## src/rtl/intr_status_unit.sv

```systemverilog
module intr_status_unit #(
  parameter int DW       = 32,
  parameter int AW       = 2,
  parameter int N_INTX   = 4,
  parameter int INTX_LSB = 5,
  parameter int MSI_BIT  = 3
) (
  input  logic              clk,
  input  logic              rst_n,
  input  logic [N_INTX-1:0] intx_lvl,
  input  logic              msi_pending,
  input  logic              reg_wen,
  input  logic [AW-1:0]     reg_addr,
  input  logic [DW-1:0]     reg_wdata,
  output logic [DW-1:0]     reg_rdata,
  output logic              irq_out
);
  localparam logic [DW-1:0] ONE       = DW'(1);
  localparam logic [DW-1:0] INTX_MASK = ((ONE << N_INTX) - ONE) << INTX_LSB;
  localparam logic [DW-1:0] MSI_MASK  = ONE << MSI_BIT;
  localparam logic [DW-1:0] EN_MASK   = INTX_MASK | MSI_MASK;
  localparam logic [AW-1:0] A_STAT = AW'(0);
  localparam logic [AW-1:0] A_EN   = AW'(1);
  localparam logic [AW-1:0] A_SET  = AW'(2);
  localparam logic [AW-1:0] A_CLR  = AW'(3);

  logic [N_INTX-1:0] stat_q;
  logic [DW-1:0]     en_q;
  logic [DW-1:0]     raw_w;
  logic [N_INTX-1:0] clr_w;
  logic [DW-1:0]     wmask_w;
  logic              irq_q;

  assign raw_w   = (DW'(stat_q) << INTX_LSB) | (DW'(msi_pending) << MSI_BIT);
  assign clr_w   = (reg_wen && reg_addr == A_STAT) ? reg_wdata[INTX_LSB +: N_INTX] : '0;
  assign wmask_w = reg_wdata & EN_MASK;
  assign irq_out = irq_q;

  always_ff @(posedge clk or negedge rst_n) begin
    if (!rst_n) begin
      stat_q <= '0;
      en_q   <= EN_MASK;
      irq_q  <= 1'b0;
    end else begin
      stat_q <= (stat_q | intx_lvl) & ~clr_w;
      irq_q  <= |(raw_w & en_q);
      if (reg_wen) begin
        case (reg_addr)
          A_EN:    en_q <= wmask_w;
          A_SET:   en_q <= en_q | wmask_w;
          A_CLR:   en_q <= en_q & ~wmask_w;
          default: en_q <= en_q;
        endcase
      end
    end
  end

  always_comb begin
    case (reg_addr)
      A_STAT:  reg_rdata = raw_w;
      A_EN:    reg_rdata = en_q;
      default: reg_rdata = '0;
    endcase
  end
endmodule


```

## config.mk

```make
export PLATFORM = sky130hd
export DESIGN_NAME = intr_status_unit
export DESIGN_NICKNAME = d
export VERILOG_FILES = /design/src/rtl/intr_status_unit.sv
export SDC_FILE = /design/constraint.sdc
export NUM_CORES = 1
export LEC_CHECK = 0
export ABC_AREA = 1
export BUFFER_PORTS_ARGS = -buffer_cell sky130_fd_sc_hd__buf_2
export CAP_MARGIN = 10
export CORE_UTILIZATION = 31
export CTS_BUF_LIST = sky130_fd_sc_hd__clkbuf_8
export CTS_CLUSTER_SIZE = 40
export DETAILED_ROUTE_END_ITERATION = 8
export PLACE_DENSITY_LB_ADDON = 0.15
export REMOVE_ABC_BUFFERS = 1
export SETUP_SLACK_MARGIN = 0.5
export SYNTH_ARGS = -nofsm -noshare
export SYNTH_HDL_FRONTEND = slang
export SYNTH_SLANG_ARGS = --single-unit
```

## constraint.sdc

```tcl
create_clock -name clk -period 1.01 [get_ports clk]
set_input_delay 0.202 -clock clk [delete_from_list [all_inputs] [get_ports clk]]
set_output_delay 0.202 -clock clk [all_outputs]
set_load 0.02 [all_outputs]
```

# Word-level counts from Yosys, hierarchy flattened
# Index checks and enable logic that the tools add are counted.
[classes]
bitwise = 8
n_reduce_logical = 5
muxes = 3
eq_ne = 3
[op_table]
columns = ["operator", "count"]
rows = [
  ["one-hot mux 32 bit (3 select lines)", 1],
  ["one-hot mux 32 bit (2 select lines)", 1],
  ["AND 32 bit", 1],
  ["AND 9 x 32 -> 32 bit", 1],
  ["inverter 9 -> 32 bit", 1],
  ["bitwise OR 32 x 9 -> 32 bit", 1],
  ["OR reduction 32 bit", 1],
  ["bitwise OR 9 x 4 -> 9 bit", 1],
  ["AND 4 bit", 1],
  ["== test 2 bit (second input constant)", 2],
  ["2-to-1 mux 4 bit", 1],
  ["inverter 4 bit", 1],
  ["bitwise OR 4 bit", 1],
  ["nonzero test 3 bit", 1],
  ["== test 2 x 1 -> 1 bit (second input constant)", 1],
  ["logical NOT 2 bit", 1],
  ["AND reduction 2 bit", 1],
  ["logical AND 1 bit", 1],
]
[totals]
inputBits = 42
wordCells = 22
reg_bits = 37

# Depth between registers and ports, before layout
[depth]
word_depth = 5
ltp_mapped = 6

# Worst setup path after synthesis
# No wires, ideal clock.
[synth_timing]
path_kind = "flip-flop to output port"
from = "register en_q[5]"
to = "output reg_rdata[5]"
stages_incl_launch_ff = 3
arrival_ps = 748
slack_ps = 60
required_ps = 808
path_cell_list = "dfstp_2 nand3_1 nand2_1"
[synth_via]
elab_chain_len = 1
[synth_lines]
columns = ["item", "line", "rtl"]
rows = [
  ["start: declaration", "28", "logic [DW-1:0] en_q;"],
  ["start signal: assignment", "49", "A_EN: en_q <= wmask_w;"],
  ["start signal: assignment", "50", "A_SET: en_q <= en_q | wmask_w;"],
  ["start signal: assignment", "51", "A_CLR: en_q <= en_q & ~wmask_w;"],
  ["one-hot mux 32 bit (2 select lines)", "59", "case (reg_addr)"],
  ["end: declaration", "15", "output logic [DW-1:0] reg_rdata,"],
]
# Every way passes these cells.

# Worst setup path after layout
# Same ends and word-level chain as after synthesis.

==> results.cfg <==
[die]
initial_core_util_pct = 33.1
fp-row-count = 18
die_w_um = 53.7
ioPinCount = 75
dieHeight_um = 53.7
core-area_um2 = 2500
die-area_um2 = 2880

[logic_synthesis]
ys_ff_latch = 10
synth.distinct_cells = 14
synth.avg_cell_area_um2 = 7.46
yosysTopAreaCell = buf_4
ys.warnings.count = 0
netlist.area_leader.share_pct = 25.4
synth.yosys.seq_area_share_pct = 31.0
synthTopCellsByArea = buf_4 25%, dfstp_2 16%, dfrtp_1 15%, nand2_1 15%, nand3_1 8.5%
syn_inst = 111
syn-cell-area_um2 = 828

[clock_tree]
cts_buffer_depth = 2
numCtsBuffers = 3
clock-sinks = 10
clock_latency_ns = 0.24
cts_root_buffer = clkbuf_8
clk_pin_slew_ns = 0.05
cts_tree = yes
htree_levels = 1

[layout]
antennaDiodeCount = 0
multi_input_area_um2 = 460
final_cell_mix = 27 x conb_1, 22 x nand2_1, 14 x buf_6, 12 x buf_2, 11 x inv_1
seqCellArea_um2 = 256
area_delta_synth_final_pct = 35.2
stdcell_area_um2 = 1120
drive_above_1_share_pct = 44.0
fill_cells = 258
final_common_cell = conb_1
nNetsFinal = 184
layoutNonFillerInstCount = 171

[setup_path]
cp-end-kind = output pin
worstSetupStartpointType = flip-flop
cp.required_ns = 0.81
crit_chain = nand3_2 > nand2_2 > buf_6
crit_fanout = 2
critPathKind = flip-flop to output pin
critPathSlowestCell = dfstp_2
worstPathArrival_ns = 1.04
max_stage_delay_ns = 0.54

[route]
wl_mm = 1.63
viasPerCell = 4.18
drc_errors = 0
drtAntennaViolNets = 0
drt_iter0_markers = 5
drt_pass1_iterations = 4
vias = 714
wl_per_cell_um = 9.51

[sta]
drv_slew = 0
setup_ws_ns = -0.232
post-route-period-util_pct = 123
finalHoldViolations = 5
finalSetupViolations = 5
rsz0062_at_grt = true
finalHoldWorstSlack_ns = -0.181
period_minus_slack_ns = 1.24
fmax_mhz = 805
fin_skew_ns = 0.00310

[global_routing]
grt_use_total_pct = 12.9
grt_pass1_vias = 603
globalRouteOverflowTotal = 0
antenna_found_initial = 0
grt_max_degree = 15
grt_pass1_wl_mm = 2.63

[place]
hpwl_mm = 1.22
postPlaceCellArea_um2 = 883
port_buffers = 20
post-place-cells = 164
routabilityCongestion = 0.773

[power_and_ir_drop]
p_total_mw = 1.44
irDropWorstVdd_mv = 0.800
p_leak_nw = 0.584
power.density_nw_per_um2 = 1280

[worst_hold_path]
hp-class = input port to asynchronous set/reset pin

[status]
status = finished with violations
violations = hold timing, setup timing

[flow_run]
cap_violations = 0
==> metrics by stage <==
stage          setup TNS [ns]  utilization, %  hold slack [ns]  worst slack, ns
6_report                -1.11            44.8           -0.181           -0.232
3_3_place_gp           -0.116            35.3           0.0810          -0.0276
3_5_place_dp          -0.0934            35.3           0.0787          -0.0239
2_1_floorplan               0               -          -0.0936           0.0600
5_1_grt                 -1.29            44.8           -0.168           -0.264
4_1_cts                 -1.11            40.6           -0.179           -0.226
==> what timing repair did <==
item | 4_1_cts | 5_1_grt
endpoints found under the setup margin | 16 | 16
setup buffers | 2 | 1
endpoints found under the hold margin | 5 | 5
pin swaps | 8 | 4
resized for setup | 22 | 26
==> layer usage <==
layer / share of wire [%] / wire length [µm] / global-route usage, % / vias up
met5: 0 / 0 / 0 / -
met4: 0.98 / 16 / 3.95 / 0
met3: 4.1 / 67 / 2.54 / 2
met2: 53 / 857 / 20.8 / 30
met1: 42 / 684 / 17.1 / 328
li1: - / - / - / 354
==> cell usage after synthesis <==
cell type and n:
dfstp_2 5, o21ai_1 4, nand3_1 14, dfrtp_1 5, buf_6 2, conb_1 1
inv_1 10, buf_4 28, nand2_8 1, inv_2 1, inv_4 1, nand4_1 6
nor2_8 1, nand2_1 32
==> where the power goes <==
part,internal [mW],switching [mW]
combinational,0.220,0.291
clock,0.266,0.156
sequential,0.469,0.0349
==> worst max-delay path: cells and delay by family (launching register included) <==
kind / cells / cell delay [ns]
DFF: 1 / 0.54
and+or+nand+nor: 2 / 0.16
buffers and inverters: 1 / 0.11
==> cells by family (layout without fill, tap and decap cells) <==
group           Yosys count  count (layout)  share of synthesized area [%]
buf+inv                  42              46                           33.8
compound gates            4               4                           2.42
flops                    10              10                           31.0
simple gates             54              54                           32.3
other cells               1              27                          0.453
==> flip-flops by register name, summed over array words and instances, names as in the netlist <==
signal   count
en_q         5
irq_out      1
stat_q       4
==> worst paths after layout <==
kind,from,depth (start not counted),slack [ns],endpoint
hold / removal,rst_n,1,-0.18,stat_q[2]
setup reg to reg,en_q[5],4,0.11,irq_out
setup / recovery,en_q[5],3,-0.23,reg_rdata[5]
max in group asynchronous,rst_n,1,0.93,en_q[5]
hold reg to reg,stat_q[2],2,0.52,stat_q[2]
min in group clk,intx_lvl[2],3,0.16,stat_q[2]
==> final cells by class <==
type | count | area share [%]
clock buffer | 3 | 3.69
clock inverter | 1 | 0.335
sequential | 10 | 22.9
timing repair buffer | 30 | 24.4
inverter | 12 | 4.25
multi-input combinational | 85 | 41.1
tap | 30 | 3.35
Note: power is estimated with default switching activity, not from simulation.
